--- src/rtl/rtc_pkg.sv ---
package rtc_pkg;

  typedef enum logic [2:0] {
    OP_CALL = 3'd0,
    OP_IENT = 3'd1,
    OP_RET  = 3'd2,
    OP_RETD = 3'd3,
    OP_RETI = 3'd4
  } rtc_op_e;

  typedef struct packed {
    logic push;
    logic pop;
    logic wsel_top;
    logic pc_vec;
    logic pc_ld;
    logic acc_ld;
    logic gie_set;
    logic gie_clr;
    logic err_set;
  } rtc_ctl_t;

endpackage

--- src/rtl/rtc_decode.sv ---
module rtc_decode
  import rtc_pkg::*;
(
  input  logic       take,
  input  logic [2:0] op,
  input  logic       full,
  input  logic       empty,
  input  logic       irq_pend,
  output rtc_ctl_t   ctl
);

  logic is_push_op;
  logic is_pop_op;

  assign is_push_op = (op == OP_CALL) || (op == OP_IENT);
  assign is_pop_op  = (op == OP_RET) || (op == OP_RETD) || (op == OP_RETI);

  always_comb begin
    ctl = '0;
    if (take && is_push_op) begin
      if (full) begin
        ctl.err_set = 1'b1;
      end else begin
        ctl.push    = 1'b1;
        ctl.gie_clr = (op == OP_IENT);
      end
    end else if (take && is_pop_op) begin
      if (empty) begin
        ctl.err_set = 1'b1;
      end else begin
        ctl.pop    = 1'b1;
        ctl.pc_ld  = 1'b1;
        ctl.acc_ld = (op == OP_RETD);
        if (op == OP_RETI) begin
          if (irq_pend) begin
            // keep the interrupted address saved and enter the waiting routine
            ctl.push     = 1'b1;
            ctl.wsel_top = 1'b1;
            ctl.pc_vec   = 1'b1;
            ctl.gie_clr  = 1'b1;
          end else begin
            ctl.gie_set = 1'b1;
          end
        end
      end
    end
  end

endmodule

--- src/rtl/rtc_lifo.sv ---
module rtc_lifo #(
  parameter int DEPTH = 8,
  parameter int AW    = 12
) (
  input  logic                         clk,
  input  logic                         rst_n,
  input  logic                         push,
  input  logic                         pop,
  input  logic [AW-1:0]                wdata,
  output logic [AW-1:0]                top,
  output logic [$clog2(DEPTH+1)-1:0]   lvl,
  output logic                         full,
  output logic                         empty
);

  localparam int LW = $clog2(DEPTH + 1);
  localparam int IW = (DEPTH > 1) ? $clog2(DEPTH) : 1;
  localparam logic [LW-1:0] LVL_MAX = LW'(DEPTH);

  logic [LW-1:0] lvl_q;
  logic [IW-1:0] top_idx;
  logic [IW-1:0] wr_idx;
  logic [AW-1:0] mem [DEPTH];

  assign top_idx = IW'(lvl_q - LW'(1));
  // a simultaneous pop and push overwrites the current top in place
  assign wr_idx  = pop ? top_idx : IW'(lvl_q);

  always_ff @(posedge clk or negedge rst_n) begin
    if (!rst_n) begin
      for (int i = 0; i < DEPTH; i++) mem[i] <= '0;
    end else begin
      for (int i = 0; i < DEPTH; i++) begin
        if (push && (wr_idx == IW'(i))) mem[i] <= wdata;
      end
    end
  end

  always_ff @(posedge clk or negedge rst_n) begin
    if (!rst_n) begin
      lvl_q <= '0;
    end else begin
      case ({push, pop})
        2'b10:   lvl_q <= lvl_q + LW'(1);
        2'b01:   lvl_q <= lvl_q - LW'(1);
        default: lvl_q <= lvl_q;
      endcase
    end
  end

  assign top   = mem[top_idx];
  assign lvl   = lvl_q;
  assign full  = (lvl_q == LVL_MAX);
  assign empty = (lvl_q == '0);

endmodule

--- src/rtl/rtc_flags.sv ---
module rtc_flags (
  input  logic clk,
  input  logic rst_n,
  input  logic gie_set,
  input  logic gie_clr,
  input  logic err_set,
  output logic gie,
  output logic err
);

  always_ff @(posedge clk or negedge rst_n) begin
    if (!rst_n) begin
      gie <= 1'b0;
      err <= 1'b0;
    end else begin
      if (gie_clr)      gie <= 1'b0;
      else if (gie_set) gie <= 1'b1;
      if (err_set)      err <= 1'b1;
    end
  end

endmodule

--- src/rtl/rtc_ret_ctrl.sv ---
module rtc_ret_ctrl
  import rtc_pkg::*;
#(
  parameter int DEPTH = 8,
  parameter int AW    = 12,
  parameter int DW    = 8
) (
  input  logic                       clk,
  input  logic                       rst_n,
  input  logic                       cmd_valid,
  output logic                       cmd_ready,
  input  logic [2:0]                 cmd_op,
  input  logic [AW-1:0]              cmd_addr,
  input  logic [DW-1:0]              cmd_imm,
  input  logic                       irq_pend,
  input  logic [AW-1:0]              irq_vec,
  output logic                       pc_valid,
  output logic [AW-1:0]              pc_addr,
  output logic                       acc_valid,
  output logic [DW-1:0]              acc_data,
  output logic                       gie,
  output logic                       stk_err,
  output logic [$clog2(DEPTH+1)-1:0] stk_level
);

  logic          rdy_q;
  logic          take;
  rtc_ctl_t      ctl;
  logic          full;
  logic          empty;
  logic [AW-1:0] top;
  logic [AW-1:0] wdata;
  logic          pc_vld_q;
  logic [AW-1:0] pc_q;
  logic          acc_vld_q;
  logic [DW-1:0] acc_q;

  always_ff @(posedge clk or negedge rst_n) begin
    if (!rst_n) rdy_q <= 1'b0;
    else        rdy_q <= 1'b1;
  end

  assign take = cmd_valid && rdy_q;

  rtc_decode u_dec (
    .take     (take),
    .op       (cmd_op),
    .full     (full),
    .empty    (empty),
    .irq_pend (irq_pend),
    .ctl      (ctl)
  );

  assign wdata = ctl.wsel_top ? top : cmd_addr;

  rtc_lifo #(.DEPTH(DEPTH), .AW(AW)) u_stk (
    .clk   (clk),
    .rst_n (rst_n),
    .push  (ctl.push),
    .pop   (ctl.pop),
    .wdata (wdata),
    .top   (top),
    .lvl   (stk_level),
    .full  (full),
    .empty (empty)
  );

  rtc_flags u_flg (
    .clk     (clk),
    .rst_n   (rst_n),
    .gie_set (ctl.gie_set),
    .gie_clr (ctl.gie_clr),
    .err_set (ctl.err_set),
    .gie     (gie),
    .err     (stk_err)
  );

  always_ff @(posedge clk or negedge rst_n) begin
    if (!rst_n) begin
      pc_vld_q  <= 1'b0;
      pc_q      <= '0;
      acc_vld_q <= 1'b0;
      acc_q     <= '0;
    end else begin
      pc_vld_q  <= ctl.pc_ld;
      acc_vld_q <= ctl.acc_ld;
      if (ctl.pc_ld)  pc_q  <= ctl.pc_vec ? irq_vec : top;
      if (ctl.acc_ld) acc_q <= cmd_imm;
    end
  end

  assign cmd_ready = rdy_q;
  assign pc_valid  = pc_vld_q;
  assign pc_addr   = pc_q;
  assign acc_valid = acc_vld_q;
  assign acc_data  = acc_q;

endmodule

--- config.mk ---
export PLATFORM = sky130hd
export DESIGN_NAME = rtc_ret_ctrl
export DESIGN_NICKNAME = d
export VERILOG_FILES = /design/src/rtl/rtc_pkg.sv /design/src/rtl/rtc_decode.sv /design/src/rtl/rtc_lifo.sv /design/src/rtl/rtc_flags.sv /design/src/rtl/rtc_ret_ctrl.sv
export SDC_FILE = /design/constraint.sdc
export NUM_CORES = 1
export LEC_CHECK = 0
export BUFFER_PORTS_ARGS = -buffer_cell sky130_fd_sc_hd__buf_2
export CAP_MARGIN = 30
export CELL_PAD_IN_SITES_DETAIL_PLACEMENT = 0
export CELL_PAD_IN_SITES_GLOBAL_PLACEMENT = 2
export CORE_MARGIN = 1
export CORE_UTILIZATION = 41
export DETAILED_ROUTE_END_ITERATION = 10
export HOLD_SLACK_MARGIN = 0.1
export PLACE_DENSITY = 0.87
export REMOVE_ABC_BUFFERS = 1
export SLEW_MARGIN = 5
export SYNTH_ARGS = -nofsm -noshare
export SYNTH_HDL_FRONTEND = slang
export SYNTH_SLANG_ARGS = --single-unit
--- constraint.sdc ---
create_clock -name clk -period 3.45 [get_ports clk]
set_input_delay 0.345 -clock clk [delete_from_list [all_inputs] [get_ports clk]]
set_output_delay 0.345 -clock clk [all_outputs]
set_load 0.02 [all_outputs]
==> Yosys cells after proc, flatten, opt, wreduce, memory -nomap -nowiden <==
Index checks and enable logic that the tools add are counted.
{ "totals": {"output_inout_bits": 29, "register_bits": 125, "inputBits": 39} }
{ "op_classes": {"bitwise": 1, "eq_ne": 14, "addsub": 2, "muxes": 24, "reduce_logical": 19, "n_lt_le_gt_ge": 1} }
{ "ops": {"columns": ["op", "count"], "rows": [
  ["12-bit 2-to-1 mux", 4],
  ["12-bit binary-select mux with 3-bit select", 1],
  ["3-bit == test, second input constant", 5],
  ["3-bit by 2-bit == test with 1-bit output, second input constant", 4],
  ["1-bit logical AND", 11],
  ["1-bit 2-to-1 mux", 10],
  ["9-bit 2-to-1 mux", 1],
  ["2-bit 2-to-1 mux", 4],
  ["8-bit 2-to-1 mux", 1],
  ["4-bit case mux with 2 select lines", 1],
  ["3-bit by 1-bit == test with 1-bit output, second input constant", 2],
  ["3-bit zero test", 2],
  ["6-bit 2-to-1 mux", 1],
  ["4-bit by 1-bit adder with 4-bit output, second input constant", 1],
  ["4-bit == test, second input constant", 1],
  ["4-bit >= comparator, second input constant", 1],
  ["4-bit zero test", 1],
  ["3-bit inverter with 4-bit output", 1],
  ["2-bit nonzero test", 2],
  ["4-bit by 1-bit subtractor with 4-bit output, second input constant", 1],
  ["1-bit logical OR", 3],
  ["3-bit 2-to-1 mux", 1],
  ["2-bit by 1-bit == test with 1-bit output, second input constant", 1],
  ["2-bit == test, second input constant", 1]
]} }

==> Logic depth before layout (Yosys ltp) <==
{ "depth": {"word_depth": 9, "depth_mapped": 11, "ltp_nobuf": 9} }

==> By module <==
Synthesis repeated with hierarchy kept, for this count alone.
{ "hier_totals": {"hier_cells": 401, "hier_area_um2": 6124.6} }
{ "by_module_without_submodules": {"columns": ["module", "area_each_um2", "seq_area_each_um2", "cells_per_inst", "n_inst"], "rows": [
  ["rtc_lifo", 4835.9, 2502.4, 292, 1],
  ["rtc_ret_ctrl", 1068.5, 575.6, 86, 1],
  ["rtc_decode", 153.9, 0.0, 19, 1],
  ["rtc_flags", 66.3, 50.0, 4, 1]
]} }

==> Worst setup path before layout <==
OpenSTA, ideal clock, no wires.
{ "synth_path": {"kind": "register -> register", "startpoint": "reg u_stk.lvl_q[0], in the netlist u_stk.lvl[0]", "endpoint": "reg u_stk.mem[14] (netlist bit)", "path_stages_with_launch": 11, "arrival_ns": 2.856, "slack_ns": 0.470, "t_required_ns": 3.325, "path_cell_list": "dfrtp_1 buf_2 inv_1 ha_1 or2b_1 o221ai_2 buf_4 mux2i_1 nor3b_1 buf_4 mux2_2"} }
{ "synth_between": {"elab_chain_len": 7, "word_cells_on_any_way": 16} }
{ "synth_rtl": {"columns": ["element", "line_no", "text"], "rows": [
  ["from (decl)", "rtc_lifo.sv:20", "logic [LW-1:0] lvl_q;"],
  ["from (signal assigned)", "rtc_lifo.sv:44", "2'b10: lvl_q <= lvl_q + LW'(1);"],
  ["from (signal assigned)", "rtc_lifo.sv:45", "2'b01: lvl_q <= lvl_q - LW'(1);"],
  ["from (signal assigned)", "rtc_lifo.sv:46", "default: lvl_q <= lvl_q;"],
  ["branches (longest 7 deep; another with 4-bit by 1-bit subtractor with 4-bit output)", null, null],
  ["to (signal, indexed assignment)", "rtc_lifo.sv:34", "if (push && (wr_idx == IW'(i))) mem[i] <= wdata;"],
  ["to (decl)", "rtc_lifo.sv:23", "logic [AW-1:0] mem [DEPTH];"]
]} }
Several ways; the timed one is not identified. The select of a mux whose other input is x is not followed.
A chain may end at the register's enable or synchronous reset.

==> Worst setup path after layout <==
{ "layout_path": {"startpoint": "reg u_stk.lvl_q[1], in the netlist u_stk.lvl[1]", "endpoint": "reg u_stk.mem[15] (netlist bit)"} }
The elaborated chain is that of the path after synthesis.

==> flow_results.xml <==
<?xml version="1.0" encoding="UTF-8"?>
<metrics>
  <group name="run_status">
    <metric name="status" unit="">finished clean</metric>
  </group>
  <group name="cells_and_area">
    <metric name="layout.filler_cells" unit="">1255</metric>
    <metric name="final_cell_area" unit="µm²">7142</metric>
    <metric name="drive_gt1_frac" unit="">0.4876</metric>
    <metric name="final_nets" unit="">554</metric>
    <metric name="highest_count_cells_in_the_layout_ignoring_fill_and_taps" unit="">sky130_fd_sc_hd__dfrtp_1, sky130_fd_sc_hd__mux2_2, sky130_fd_sc_hd__buf_2</metric>
    <metric name="seq_area" unit="µm²">3129</metric>
    <metric name="cell_count_final_fillers_out" unit="">705</metric>
    <metric name="multiInputGateArea" unit="µm²">2613</metric>
    <metric name="final_common_cell" unit="">sky130_fd_sc_hd__dfrtp_1</metric>
    <metric name="antenna_cells_inserted" unit="">0</metric>
    <metric name="syn_to_final_growth" unit="%">21.58</metric>
  </group>
  <group name="hold_path">
    <metric name="holdCritPathClass" unit="">input port to flip-flop</metric>
  </group>
  <group name="power_and_ir_drop">
    <metric name="sequentialPowerShare" unit="">0.358</metric>
    <metric name="static-leakage-power" unit="µW">0.003533</metric>
    <metric name="power_share_of_the_combinational_group" unit="">0.325</metric>
    <metric name="cell_internal_pwr" unit="µW">4023</metric>
    <metric name="switching_power" unit="µW">1875</metric>
    <metric name="power-per-cell-area" unit="nW/µm²">825.8</metric>
    <metric name="power.switching_fraction" unit="">0.3179</metric>
    <metric name="power_consumption" unit="µW">5898</metric>
    <metric name="pwr-share-clk" unit="">0.317</metric>
    <metric name="vdd.ir_drop.worst" unit="µV">351.5</metric>
  </group>
  <group name="timing">
    <metric name="hold_viol_final" unit="">0</metric>
    <metric name="slew-limit-headroom" unit="">0.5159</metric>
    <metric name="maxSlewViolCount" unit="">0</metric>
    <metric name="rsz0062_at_grt" unit="">no</metric>
    <metric name="fin_crit_sh" unit="">0.8321</metric>
    <metric name="total_setup_violations_reported_at_the_end_of_the_flow" unit="">0</metric>
    <metric name="max_freq" unit="MHz">348.3</metric>
    <metric name="layout_skew" unit="ns">0.007393</metric>
    <metric name="finalHoldWorstSlack" unit="ns">0.1613</metric>
    <metric name="worstMarginPinSlew" unit="ns">0.7261</metric>
    <metric name="timing.final.crit_period" unit="ns">2.871</metric>
  </group>
  <group name="critical_path">
    <metric name="timing.reg2reg.worst_path_depth" unit="">8</metric>
    <metric name="path_max_fanout" unit="">12</metric>
    <metric name="ff2ff_setup_slack" unit="ns">0.58</metric>
    <metric name="worst_ep_arrival_time" unit="ns">3.17</metric>
    <metric name="timing.critical_path.to_type" unit="">flip-flop</metric>
    <metric name="cp_slowest_stage_delay" unit="ns">0.50</metric>
    <metric name="setup.worst_path.start" unit="">u_stk.lvl[1]</metric>
    <metric name="critPathTopFamily" unit="">multiplexers</metric>
    <metric name="setup.worst_path.class" unit="">flip-flop to flip-flop</metric>
    <metric name="cp_slowest_cell" unit="">sky130_fd_sc_hd__o221ai_2</metric>
    <metric name="setup.worst_path.start_class" unit="">flip-flop</metric>
    <metric name="timing.critical_path.buf_inv" unit="">2</metric>
    <metric name="critical_path.endpoint" unit="">u_stk.mem[15]</metric>
    <metric name="worst-endpoint-required" unit="ns">3.75</metric>
    <metric name="regToRegStartpoint" unit="">u_stk.lvl[1]</metric>
    <metric name="r2r_end" unit="">u_stk.mem[15]</metric>
    <metric name="timing.critical_path.cells" unit="">inv_1 -&gt; ha_1 -&gt; or2b_1 -&gt; o221ai_2 -&gt; mux2i_1 -&gt; nor3b_1 -&gt; buf_4 -&gt; mux2_2</metric>
    <metric name="worstSetupPathDepth" unit="">8</metric>
  </group>
  <group name="grt">
    <metric name="grt_pass1_wl" unit="µm">21220</metric>
    <metric name="grt_overflow_total" unit="">0</metric>
    <metric name="antenna_found_initial" unit="">0</metric>
    <metric name="grt_start_max_net_pins" unit="">71</metric>
    <metric name="grt_pass1_vias" unit="">4012</metric>
    <metric name="overall_fraction_of_global_route_tracks_in_use" unit="">0.1945</metric>
  </group>
  <group name="yosys">
    <metric name="synth-edff-count" unit="">0</metric>
    <metric name="seq_area_frac_synth" unit="">0.5325</metric>
    <metric name="postSynthRegisterBits" unit="">125</metric>
    <metric name="synth_cell_types" unit="">36</metric>
    <metric name="yosys_warnings" unit="">0</metric>
    <metric name="synth_ff_type" unit="">sky130_fd_sc_hd__dfrtp_1</metric>
    <metric name="syn-mean-instance-area" unit="µm²">13.76</metric>
    <metric name="synth_area_leaders" unit="">sky130_fd_sc_hd__dfrtp_1, sky130_fd_sc_hd__mux2_2, sky130_fd_sc_hd__mux4_2</metric>
    <metric name="synthDominantCellAreaShare" unit="">0.5325</metric>
    <metric name="asyncSetResetFlopFracSynth" unit="">1.000</metric>
    <metric name="post_synth_inst_count" unit="">427</metric>
    <metric name="total_standard_cell_area_after_synthesis" unit="µm²">5874</metric>
    <metric name="synthDominantAreaCellType" unit="">sky130_fd_sc_hd__dfrtp_1</metric>
  </group>
  <group name="clock_tree">
    <metric name="clk_root_buffer_cell" unit="">sky130_fd_sc_hd__clkbuf_16</metric>
    <metric name="h_tree_lvl_count" unit="">4</metric>
    <metric name="clock-sinks" unit="">125</metric>
    <metric name="clk_transition_reported_paths" unit="ns">0.06</metric>
    <metric name="cts-resized-gates" unit="">0</metric>
    <metric name="cts_post_setup_buffers_inserted" unit="">0</metric>
    <metric name="clock_insertion_delay_worst_skew" unit="ns">0.42</metric>
    <metric name="tritoncts_clock_tree" unit="">done</metric>
    <metric name="cts_buffer_depth" unit="">2</metric>
    <metric name="ctsHoldBuffers" unit="">1</metric>
    <metric name="cts_buffers" unit="">17</metric>
  </group>
  <group name="drt">
    <metric name="drt-total-wl" unit="µm">12810</metric>
    <metric name="route.detailed.vias_per_inst" unit="">5.348</metric>
    <metric name="avgRoutedWirePerCell" unit="µm">18.17</metric>
    <metric name="remaining_drc_errors" unit="">0</metric>
    <metric name="ant_nets" unit="">0</metric>
    <metric name="detailedRoute.firstPassIterationCount" unit="">4</metric>
    <metric name="detailroute.via_count" unit="">3770</metric>
    <metric name="drtIter0Drc" unit="">199</metric>
  </group>
  <group name="floorplanning">
    <metric name="die-area" unit="µm²">14810</metric>
    <metric name="die-height" unit="µm">121.7</metric>
    <metric name="row_count" unit="">43</metric>
    <metric name="dieWidth" unit="µm">121.7</metric>
    <metric name="start_util" unit="">0.4216</metric>
    <metric name="io_pins" unit="">68</metric>
    <metric name="fp.coreArea" unit="µm²">13930</metric>
  </group>
  <group name="placed_design">
    <metric name="place_inst" unit="">672</metric>
    <metric name="post-dp-hpwl" unit="µm">8549</metric>
    <metric name="gp_congestion" unit="">0.7660</metric>
    <metric name="post_dp_cell_area" unit="µm²">6509</metric>
    <metric name="numPortBuffers" unit="">67</metric>
  </group>
  <group name="job">
    <metric name="max-cap-violations" unit="">0</metric>
  </group>
</metrics>
[per-layer routing]
| metal | part of all wire | vias up | GRT usage |
|---|---|---|---|
| li1 | - | 1732 | - |
| met1 | 0.45 | 1955 | 0.2507 |
| met2 | 0.50 | 68 | 0.3242 |
| met3 | 0.035 | 15 | 0.03792 |
| met4 | 0.015 | 0 | 0.07407 |
| met5 | 0 | - | 0 |
[cell usage after synthesis, drive strengths merged (3+ instances only)]
| cell | count |
|---|---|
| a21oi | 14 |
| buf | 15 |
| clkbuf | 10 |
| dfrtp | 125 |
| ha | 3 |
| inv | 5 |
| mux2 | 104 |
| mux2i | 18 |
| mux4 | 24 |
| nand2 | 30 |
| nand3b | 5 |
| nor2 | 17 |
| nor3b | 6 |
| o21ai | 26 |
| xor2 | 3 |
[kinds of logic (layout without fill, tap and decap cells)]
group	Yosys count	in the layout	synth area share
multiplexers	146	146	0.3220
other	1	1	0.0006384
flip-flops	125	125	0.5325
AO/OA/AOI/OAI	46	46	0.04686
buffers and inverters	30	128	0.02386
AND/OR/NAND/NOR	71	71	0.06028
adder cells (fa/ha/maj)	3	3	0.006390
XOR/XNOR	5	5	0.007456
[worst min-delay path by stage]
stage / slack, ns / cells after the start / endpoint / startpoint
floorplan: 0.05 / 0 / acc_data[0] / rst_n
detailed placement: 0.45 / 1 / u_stk.mem[90] / rst_n
global placement: 0.44 / 1 / u_stk.mem[78] / rst_n
CTS: 0.15 / 2 / acc_data[6] / cmd_imm[6]
global route: 0.17 / 2 / acc_data[6] / cmd_imm[6]
finish: 0.16 / 2 / acc_data[6] / cmd_imm[6]
[power groups by stage]
| stage | registers [µW] | logic (µW) | clock network (µW) |
|---|---|---|---|
| floorplan | 2280 | 1190 | 0 |
| global placement | 2100 | 1900 | 0 |
| detailed placement | 2140 | 1940 | 0 |
| CTS | 2120 | 1950 | 1890 |
| global route | 2170 | 2090 | 1960 |
| finish | 2110 | 1920 | 1870 |
[registers in the layout, summed over array words and instances, names as in the netlist]
signal     cells
u_flg.err      1
cmd_ready      1
u_stk.mem     96
acc_valid      1
u_stk.lvl      4
u_flg.gie      1
pc_valid       1
acc_data       8
pc_addr       12
[metrics by stage]
stage / setup WS (ns) / setup TNS, ns / util
after global routing: 0.3359 / 0 / 0.5125
after global placement: 0.6495 / 0 / 0.4671
final: 0.5793 / 0 / 0.5125
after CTS: 0.5324 / 0 / 0.5125
after floorplan: -0.9269 / -59.76 / -
after detailed placement: 0.5641 / 0 / 0.4671
[worst reg2reg max path: cells and delay by family (launching register included)]
kind	cells	cell delay [ns]
flip-flops	1	0.42
multiplexers	2	0.69
adder cells (fa/ha/maj)	1	0.22
AND/OR/NAND/NOR	2	0.54
AO/OA/AOI/OAI	1	0.50
buffers and inverters	2	0.38
[area by class of cell]
class,instances,area share
clock buffer,17,0.05957
clock inverter,15,0.02768
inverter,5,0.002628
multi-input combinational,272,0.3658
sequential,125,0.4382
tap,180,0.03153
timing repair buffer,91,0.07463
(Power assumes the default switching activity.)
